<file path="src/rtl/page_dram_pkg.sv">
`timescale 1ns/1ps
package page_dram_pkg;

  typedef enum logic [2:0] {
    ST_CLOSED = 3'd0,
    ST_ROWACT = 3'd1,
    ST_COL    = 3'd2,
    ST_OPEN   = 3'd3,
    ST_PRECH  = 3'd4,
    ST_REFCAS = 3'd5,
    ST_REFRAS = 3'd6
  } pdc_state_t;

  function automatic int max2(input int a, input int b);
    return (a > b) ? a : b;
  endfunction

endpackage

</file>
<file path="src/rtl/pdc_addr_split.sv">
`timescale 1ns/1ps
module pdc_addr_split #(
  parameter int ROW_W = 10,
  parameter int COL_W = 10,
  parameter int MA_W  = 10
) (
  input  logic [ROW_W+COL_W-1:0] addr,
  output logic [ROW_W-1:0]       row,
  output logic [MA_W-1:0]        row_bus,
  output logic [MA_W-1:0]        col_bus
);
  // upper bits select the page, lower bits the word inside it
  assign row     = addr[ROW_W+COL_W-1:COL_W];
  assign row_bus = MA_W'(addr[ROW_W+COL_W-1:COL_W]);
  assign col_bus = MA_W'(addr[COL_W-1:0]);
endmodule

</file>
<file path="src/rtl/pdc_refresh_tick.sv">
`timescale 1ns/1ps
module pdc_refresh_tick #(
  parameter int REF_INT = 1500,
  parameter int ROW_W   = 10
) (
  input  logic             clk,
  input  logic             rst,
  input  logic             ack,
  output logic             pend,
  output logic [ROW_W-1:0] ref_row
);
  localparam int CW = (REF_INT > 1) ? $clog2(REF_INT) : 1;
  localparam logic [CW-1:0] LAST = CW'(REF_INT - 1);

  logic [CW-1:0] cnt;

  always_ff @(posedge clk) begin
    if (rst) begin
      cnt     <= '0;
      pend    <= 1'b0;
      ref_row <= '0;
    end else begin
      cnt  <= (cnt == LAST) ? '0 : cnt + 1'b1;
      pend <= (cnt == LAST) | (pend & ~ack);
      if (ack) ref_row <= ref_row + 1'b1;
    end
  end
endmodule

</file>
<file path="src/rtl/pdc_open_guard.sv">
`timescale 1ns/1ps
module pdc_open_guard #(
  parameter int LIMIT = 900
) (
  input  logic clk,
  input  logic rst,
  input  logic open,
  output logic expired
);
  localparam int CW = $clog2(LIMIT + 1);
  localparam logic [CW-1:0] LIM = CW'(LIMIT);

  logic [CW-1:0] cnt;

  always_ff @(posedge clk) begin
    if (rst)            cnt <= '0;
    else if (!open)     cnt <= '0;
    else if (cnt != LIM) cnt <= cnt + 1'b1;
  end

  assign expired = (cnt == LIM);
endmodule

</file>
<file path="src/rtl/page_dram_ctrl.sv">
`timescale 1ns/1ps
module page_dram_ctrl
  import page_dram_pkg::*;
#(
  parameter int ROW_W   = 10,
  parameter int COL_W   = 10,
  parameter int DW      = 16,
  parameter int T_RCD   = 2,
  parameter int T_CAS   = 2,
  parameter int T_ACC   = 3,
  parameter int T_RP    = 2,
  parameter int T_REF   = 4,
  parameter int REF_INT = 1500,
  parameter int RAS_MAX = 1000,
  localparam int AW     = ROW_W + COL_W,
  localparam int MA_W   = (ROW_W > COL_W) ? ROW_W : COL_W
) (
  input  logic            clk,
  input  logic            rst,
  input  logic            req,
  input  logic            we,
  input  logic [AW-1:0]   addr,
  input  logic [DW-1:0]   wdata,
  output logic [DW-1:0]   rdata,
  output logic            ready,
  output logic            dram_ras_n,
  output logic            dram_cas_n,
  output logic            dram_we_n,
  output logic [MA_W-1:0] dram_addr,
  output logic [DW-1:0]   dram_wdata,
  input  logic [DW-1:0]   dram_rdata
);
  localparam int T_CW  = max2(T_CAS, T_ACC);
  localparam int T_MAX = max2(max2(T_RCD, T_CW), max2(T_RP, T_REF));
  localparam int CNT_W = $clog2(T_MAX + 1);
  localparam int G_LIM = RAS_MAX - T_CW - 1;

  pdc_state_t state, state_nx;
  logic [CNT_W-1:0] cnt, cnt_nx;
  logic             done;

  logic [ROW_W-1:0] req_row, open_row;
  logic [MA_W-1:0]  row_bus, col_bus;
  logic             lat_we;
  logic [MA_W-1:0]  lat_col;
  logic [DW-1:0]    lat_wdata;
  logic             src_we;
  logic [MA_W-1:0]  src_col;
  logic [DW-1:0]    src_wdata;

  logic             ref_pend, ref_ack, expired, new_req, row_hit, accept;
  logic [ROW_W-1:0] ref_row;

  pdc_addr_split #(.ROW_W(ROW_W), .COL_W(COL_W), .MA_W(MA_W)) u_split (
    .addr(addr), .row(req_row), .row_bus(row_bus), .col_bus(col_bus)
  );

  pdc_refresh_tick #(.REF_INT(REF_INT), .ROW_W(ROW_W)) u_tick (
    .clk(clk), .rst(rst), .ack(ref_ack), .pend(ref_pend), .ref_row(ref_row)
  );

  pdc_open_guard #(.LIMIT(G_LIM)) u_guard (
    .clk(clk), .rst(rst), .open(!dram_ras_n), .expired(expired)
  );

  assign ref_ack = (state == ST_REFCAS);
  assign new_req = req && !ready;
  assign row_hit = (open_row == req_row);

  // a hit taken from the open page uses the live request, every later cycle the latched copy
  assign src_we    = (state == ST_OPEN) ? we      : lat_we;
  assign src_col   = (state == ST_OPEN) ? col_bus : lat_col;
  assign src_wdata = (state == ST_OPEN) ? wdata   : lat_wdata;

  always_comb begin
    state_nx = state;
    cnt_nx   = (cnt != '0) ? cnt - 1'b1 : '0;
    done     = 1'b0;
    unique case (state)
      ST_CLOSED: begin
        if (ref_pend) begin
          state_nx = ST_REFCAS;
        end else if (new_req) begin
          state_nx = ST_ROWACT;
          cnt_nx   = CNT_W'(T_RCD - 1);
        end
      end
      ST_ROWACT: begin
        if (cnt == '0) begin
          state_nx = ST_COL;
          cnt_nx   = CNT_W'(T_CW - 1);
        end
      end
      ST_COL: begin
        if (cnt == '0) begin
          state_nx = ST_OPEN;
          done     = 1'b1;
        end
      end
      ST_OPEN: begin
        if (ref_pend || expired || (new_req && !row_hit)) begin
          state_nx = ST_PRECH;
          cnt_nx   = CNT_W'(T_RP - 1);
        end else if (new_req) begin
          state_nx = ST_COL;
          cnt_nx   = CNT_W'(T_CW - 1);
        end
      end
      ST_PRECH: begin
        if (cnt == '0) begin
          if (ref_pend) begin
            state_nx = ST_REFCAS;
          end else if (new_req) begin
            state_nx = ST_ROWACT;
            cnt_nx   = CNT_W'(T_RCD - 1);
          end else begin
            state_nx = ST_CLOSED;
          end
        end
      end
      ST_REFCAS: begin
        state_nx = ST_REFRAS;
        cnt_nx   = CNT_W'(T_REF - 1);
      end
      ST_REFRAS: begin
        if (cnt == '0) begin
          state_nx = ST_PRECH;
          cnt_nx   = CNT_W'(T_RP - 1);
        end
      end
      default: begin
        state_nx = ST_CLOSED;
      end
    endcase
  end

  assign accept = ((state_nx == ST_ROWACT) && (state != ST_ROWACT)) ||
                  ((state == ST_OPEN) && (state_nx == ST_COL));

  always_ff @(posedge clk) begin
    if (rst) begin
      state      <= ST_CLOSED;
      cnt        <= '0;
      dram_ras_n <= 1'b1;
      dram_cas_n <= 1'b1;
      dram_we_n  <= 1'b1;
      dram_addr  <= '0;
      dram_wdata <= '0;
      rdata      <= '0;
      ready      <= 1'b0;
      open_row   <= '0;
      lat_we     <= 1'b0;
      lat_col    <= '0;
      lat_wdata  <= '0;
    end else begin
      state      <= state_nx;
      cnt        <= cnt_nx;
      dram_ras_n <= !((state_nx == ST_ROWACT) || (state_nx == ST_COL) ||
                      (state_nx == ST_OPEN)   || (state_nx == ST_REFRAS));
      dram_cas_n <= !((state_nx == ST_COL) || (state_nx == ST_REFCAS) ||
                      (state_nx == ST_REFRAS));
      dram_we_n  <= !((state_nx == ST_COL) && src_we);
      if (state_nx != state) begin
        case (state_nx)
          ST_ROWACT: dram_addr <= row_bus;
          ST_COL: begin
            dram_addr  <= src_col;
            dram_wdata <= src_wdata;
          end
          ST_REFCAS: dram_addr <= MA_W'(ref_row);
          default: ;
        endcase
      end
      if ((state_nx == ST_ROWACT) && (state != ST_ROWACT)) open_row <= req_row;
      if (accept) begin
        lat_we    <= we;
        lat_col   <= col_bus;
        lat_wdata <= wdata;
      end
      ready <= done;
      if (done && !lat_we) rdata <= dram_rdata;
    end
  end
endmodule

</file>
<file path="config.mk">
export PLATFORM = sky130hd
export DESIGN_NAME = page_dram_ctrl
export DESIGN_NICKNAME = d
export VERILOG_FILES = /design/src/rtl/page_dram_pkg.sv /design/src/rtl/pdc_addr_split.sv /design/src/rtl/pdc_refresh_tick.sv /design/src/rtl/pdc_open_guard.sv /design/src/rtl/page_dram_ctrl.sv
export SDC_FILE = /design/constraint.sdc
export NUM_CORES = 1
export LEC_CHECK = 0
export BUFFER_PORTS_ARGS = -buffer_cell sky130_fd_sc_hd__buf_4
export CAP_MARGIN = 20
export CORE_ASPECT_RATIO = 0.8
export CORE_MARGIN = 3
export CORE_UTILIZATION = 30
export CTS_BUF_LIST = sky130_fd_sc_hd__clkbuf_8
export DETAILED_ROUTE_END_ITERATION = 8
export MAX_ROUTING_LAYER = met4
export PLACE_DENSITY = 0.52
export SKIP_LAST_GASP = 1
export SYNTH_ARGS = -nofsm -noshare
export SYNTH_HDL_FRONTEND = slang
export SYNTH_SLANG_ARGS = --single-unit
</file>
<file path="constraint.sdc">
create_clock -name clk -period 3.4 [get_ports clk]
set_clock_uncertainty 0.15 [all_clocks]
set_input_delay 0.17 -clock clk [delete_from_list [all_inputs] [get_ports clk]]
set_output_delay 0.17 -clock clk [all_outputs]
set_load 0.1 [all_outputs]
</file>
* Yosys cells after proc, flatten, opt, wreduce, memory -nomap -nowiden *
Index checks and enable logic that the tools add are counted.
Widths: inputs -> output; s select.

storage, ports and cells
  flip-flop bits (word level) = 121
  word-level logic and storage cells = 95

cells by class
  mux-type cells = 26
  add/subtract/negate cells = 4
  reduce and logical (&&, ||, !) cells = 28
  equal/unequal tests = 17
  bitwise gates (word level) = 3

operator list
  operator               count
  $mux 3                 17
  $pmux 10 s3            1
  $pmux 3 s7             1
  $add 10x1->10 const B  2
  $pmux 3 s6             1
  $mux 16                1
  $eq 3x3->1 const B     5
  $eq 3x2->1 const B     4
  $add 11x1->11 const B  1
  $eq 11x11->1 const B   1
  $eq 10x10->1           1
  $eq 10x10->1 const B   1
  $mux 10                1
  $ne 10x10->1 const B   1
  $logic_or 1x1->1       8
  $eq 3x1->1 const B     2
  $logic_and 1x1->1      6
  $logic_not 1->1        6
  $logic_not 3->1        2
  $reduce_bool 3->1      2
  $mux 1                 4
  $reduce_and 2->1       2
  $reduce_or 2->1        2
  $ne 3x1->1 const B     1
  5 further kinds        5

* Depth between registers and ports, before layout *
  word-level depth = 11
  depth in mapped cells = 10

* By module *
From an unflattened synthesis, not the netlist that was laid out.

unflattened totals
  cells, all modules = 696
  area total of the unflattened synthesis = 5884.4 sq um

by module, submodules not included
  module            instances  sequential area each (sq um)  area each (sq um)  cells an instance
  page_dram_ctrl    1          1781.7                        4222.8             508
  pdc_refresh_tick  1          440.4                         947.2              101
  pdc_open_guard    1          200.2                         489.2              57
  pdc_addr_split    1          0.0                           225.2              30

* Worst setup path before layout *
OpenSTA, ideal clock, no wires.

  kind = register to register
  from = register ready
  to = register dram_addr[7]
  cell stages (with the launch flop) = 9
  arrival time = 2.709 ns
  slack = 0.453 ns
  required time = 3.162 ns
  setup time = 0.088 ns
  cell sequence = dfxtp_1 > nand2b_1 > a221oi_2 > or3_1 > a21boi_0 > nor4_4 > or3_1 > buf_4 > o32ai_2

between the ends
  longest elaborated chain between the ends = 9

ends and longest elaborated chain
  item                                                line                                          source
  start, declared                                     page_dram_ctrl.sv:25                          output logic ready,
  start signal, assigned                              page_dram_ctrl.sv:180                         ready <= done;
  $logic_not 1->1 (*)                                 page_dram_ctrl.sv:67                          assign new_req = req && !ready;
  $logic_and 1x1->1 (*)                               page_dram_ctrl.sv:67
  $mux 1 / $logic_and 1x1->1 (equally long branches)  page_dram_ctrl.sv:113, page_dram_ctrl.sv:101
  $mux 3 / $logic_or 1x1->1 (equally long branches)   page_dram_ctrl.sv:111, page_dram_ctrl.sv:101
  $mux 3 (on tied branches)                           page_dram_ctrl.sv:110, page_dram_ctrl.sv:101
  $pmux 3 s7 (*)                                      page_dram_ctrl.sv:79                          unique case (state)
  $eq 3x1->1 (tied with other cells)                  page_dram_ctrl.sv:164                         case (state_nx)
  $reduce_bool 3->1 (no line)                         n/a
  $reduce_and 2->1 (no line)                          n/a
  end signal, assigned                                page_dram_ctrl.sv:165                         ST_ROWACT: dram_addr <= row_bus;
  end signal, assigned                                page_dram_ctrl.sv:167                         dram_addr <= src_col;
  end signal, assigned                                page_dram_ctrl.sv:170                         ST_REFCAS: dram_addr <= MA_W'(ref_row);
  end, declared                                       page_dram_ctrl.sv:29                          output logic [MA_W-1:0] dram_addr,

Mark *: on every way between the ends. The rest lies on a longest branch, timed or not.
A chain may end at the register's enable or synchronous reset.

* Worst setup path after layout *
  from = register state[2]
  to = register dram_addr[3]

between the ends
  longest elaborated chain between the ends = 6

ends and longest elaborated chain
  item                                line                                         source
  start, declared                     page_dram_ctrl.sv:38                         pdc_state_t state, state_nx;
  start signal, assigned              page_dram_ctrl.sv:156                        state <= state_nx;
  $mux 3 (on tied branches)           page_dram_ctrl.sv:104, page_dram_ctrl.sv:83
  $mux 3 (on tied branches)           page_dram_ctrl.sv:101, page_dram_ctrl.sv:81
  $pmux 3 s7                          page_dram_ctrl.sv:79
  $eq 3x1->1 (tied with other cells)  page_dram_ctrl.sv:164
  $reduce_bool 3->1 (no line)         n/a
  $reduce_and 2->1 (no line)          n/a

Parallel ways exist; a longest one is shown, timed or not.

==> flow_summary.ini <==
[outcome]
status = finished clean

[floorplan]
die_x_um = 161
die_height_um = 130
num_io_pins = 102
fp-row-count = 44
coreArea_um2 = 18400
start_util_pct = 31.1
die_area_um2 = 20900

[setup_path]
critPathCaptureType = flop
startpoint_type = flop
cp_top_family = compound AO/OA/AOI/OAI gates
crit_chain = inv_1, and3_1, or3_1, a21boi_0, nor4_4, buf_12, o21ai_4, o32ai_2
path_max_fanout = 34
cp_num_buf_inv = 2
worst_ep_required_time_ps = 3540
cpMaxStageDelayCell = dfxtp_1
cp.arrival_ps = 3010
path_class = reg -> reg
slowest_delay_ps = 630

[grt]
grt_usage_pct = 15.3
grt_pass1_wl_um = 24900
gr-total-overflow = 0
grt_max_degree = 39
antenna_found_initial = 0
grt_pass1_vias = 4882

[timing]
drv_slew = 0
hold_violations = 0
whs_ps = 215
finalSetupViolCount = 0
finalCritPeriodShare_pct = 84.2
tightest_slew_ps = 790
min_period_ps = 2860
relSlewSlack_pct = 47.1
fmax_mhz = 349
timing.setup.tns_ps = 0
rsz0062_at_grt = no

[synthesis]
syn_nets = 739
ys_warn_count = 0
ys_seq_area_share_pct = 42.2
synth_cell_types = 64
syn_area_per_cell_um2 = 8.46
async_reset_ff_share_pct = 0
yosysTopAreaCell = dfxtp_1
netlist_instances = 679
synth.area.top_cells = dfxtp_1 (42%), nand2_1 (11%), mux2i_1 (6.3%)
synth_seq_cells = 121
synthesis.area_um2 = 5740
synth_ff_type = dfxtp_1
netlist.area_leader.share_pct = 42.2
synth-edff-count = 0
synthTopCellsByCount = nand2_1 (163), dfxtp_1 (121), nor2_1 (73)
yosysMostFrequentCell = nand2_1

[finish]
diodes = 0
layout.nets = 884
area_growth_pct = 32.6
final_area_um2 = 7620
drive_gt1_share_pct = 21.9

[routing]
via_count = 5063
wl_um = 15100
ant_nets = 0
avgViaCountPerCell = 4.65
first_pass_iters = 5
drcViolationCount = 0
wl_per_cell_um = 13.9
drt_iter0_drc = 356

[min_path]
min_path_type = in -> reg

[clocking]
cts_setup_buffers = 0
cts_buffer_depth = 2
cts_hold_buf = 54
clock_sinks = 121
clk_transition_reported_paths_ps = 70
cts_tree = done
cts_buffers = 17
clkLatencyLatePin_ps = 430
cts_resized = 0
cts-root-buf = clkbuf_8
ctsHtreeMaxLevel = 4

[place]
place_congestion = 0.833
io_buffers = 101
placed_area_um2 = 6730
dp.final_hpwl_um = 10400

[flow_run]
cap_viol_max_count = 0

[power_and_ir_drop]
peakVddDrop_mv = 0.299
p_leak_uw = 0.00297
cellPowerDensity_nw_per_um2 = 638
power.total_uw = 4860
-- power by group --
group | total (uW) | switching, uW | internal, uW | leakage (uW)
clock | 1150 | 552 | 595 | 0.000189
sequential | 1760 | 146 | 1620 | 0.000985
combinational | 1950 | 1330 | 617 | 0.00180
-- placed cells by master (no fill, tap or decap), types with 2 or more instances in the layout --
master,count
buf_4,112
nand3_1,28
nand4_1,2
or3_1,3
o21ai_0,8
a311oi_1,2
dfxtp_1,121
or2_2,4
o31ai_1,3
nand3b_1,2
o32ai_2,9
clkbuf_8,19
buf_12,2
xnor2_1,18
o2bb2ai_1,7
nor2b_1,2
clkinv_2,6
xor2_1,16
o21a_1,3
a21oi_1,38
a311oi_2,14
dlygate4sd3_1,54
ha_1,4
nor3_2,2
a31oi_1,4
o22ai_1,2
nor3_1,13
nand2b_1,4
nand2_1,163
inv_1,18
and3_1,6
nor4_1,3
mux2i_1,36
nor2_1,73
o211ai_1,2
-- layout make-up --
type | count | area, um2
Sequential cell | 121 | 2420
Tap cell | 253 | 317
Clock inverter | 11 | 83.8
Multi-Input combinational cell | 499 | 3050
Clock buffer | 19 | 262
Timing Repair Buffer | 168 | 1420
Fill cell | 1849 | 10800
Inverter | 17 | 63.8
-- worst paths after layout --
| check | cells after the start | from | to | slack, ps |
|---|---|---|---|---|
| setup / recovery | 8 | state[2]$_SDFF_PP0_ | dram_addr[3]$_SDFFE_PP0P_ | 540 |
| hold / removal | 5 | req | cnt[1]$_SDFF_PP0_ | 210 |
| setup reg to reg | 8 | state[2]$_SDFF_PP0_ | dram_addr[3]$_SDFFE_PP0P_ | 540 |
| hold reg to reg | 1 | u_tick.cnt[0]$_SDFF_PP0_ | u_tick.cnt[0]$_SDFF_PP0_ | 300 |
-- worst min-delay path, stage by stage --
cell,delay (ps)
buf_4,90
nand2b_1,170
a31oi_1,190
a21oi_1,80
nor2_1,70
-- flip-flops by register name, indices dropped and copies added (netlist names), 3 cells and up --
name / flops
rdata: 16
open_row: 10
lat_wdata: 16
u_tick.cnt: 11
state: 3
u_guard.cnt: 10
u_tick.ref_row: 10
dram_wdata: 16
cnt: 3
lat_col: 10
dram_addr: 10
-- layer usage --
| metal | track usage (%) | vias up | part of all wire [%] |
|---|---|---|---|
| met4 | 3.59 | 0 | 0.66 |
| li1 | - | 2611 | - |
| met3 | 3.74 | 9 | 4.3 |
| met5 | - | - | 0 |
| met1 | 20.4 | 2343 | 49 |
| met2 | 23.6 | 100 | 46 |
-- through the flow --
stage	cells	worst slack (ps)	util, %
after CTS	1088	580	41.3
after detailed placement	1004	584	36.5
after global placement	1004	587	36.5
after floorplan	679	453	-
final	1088	536	41.3
after global routing	1088	359	41.3
-- cells by family after synthesis --
group,count (synthesis),synth area share [%]
buf+inv,59,4.77
flops,121,42.2
mux,36,6.27
compound gates,111,16.8
xor+xnor,34,5.18
simple gates,314,23.9
fa+ha+maj,4,0.871
(Power assumes the default switching activity.)
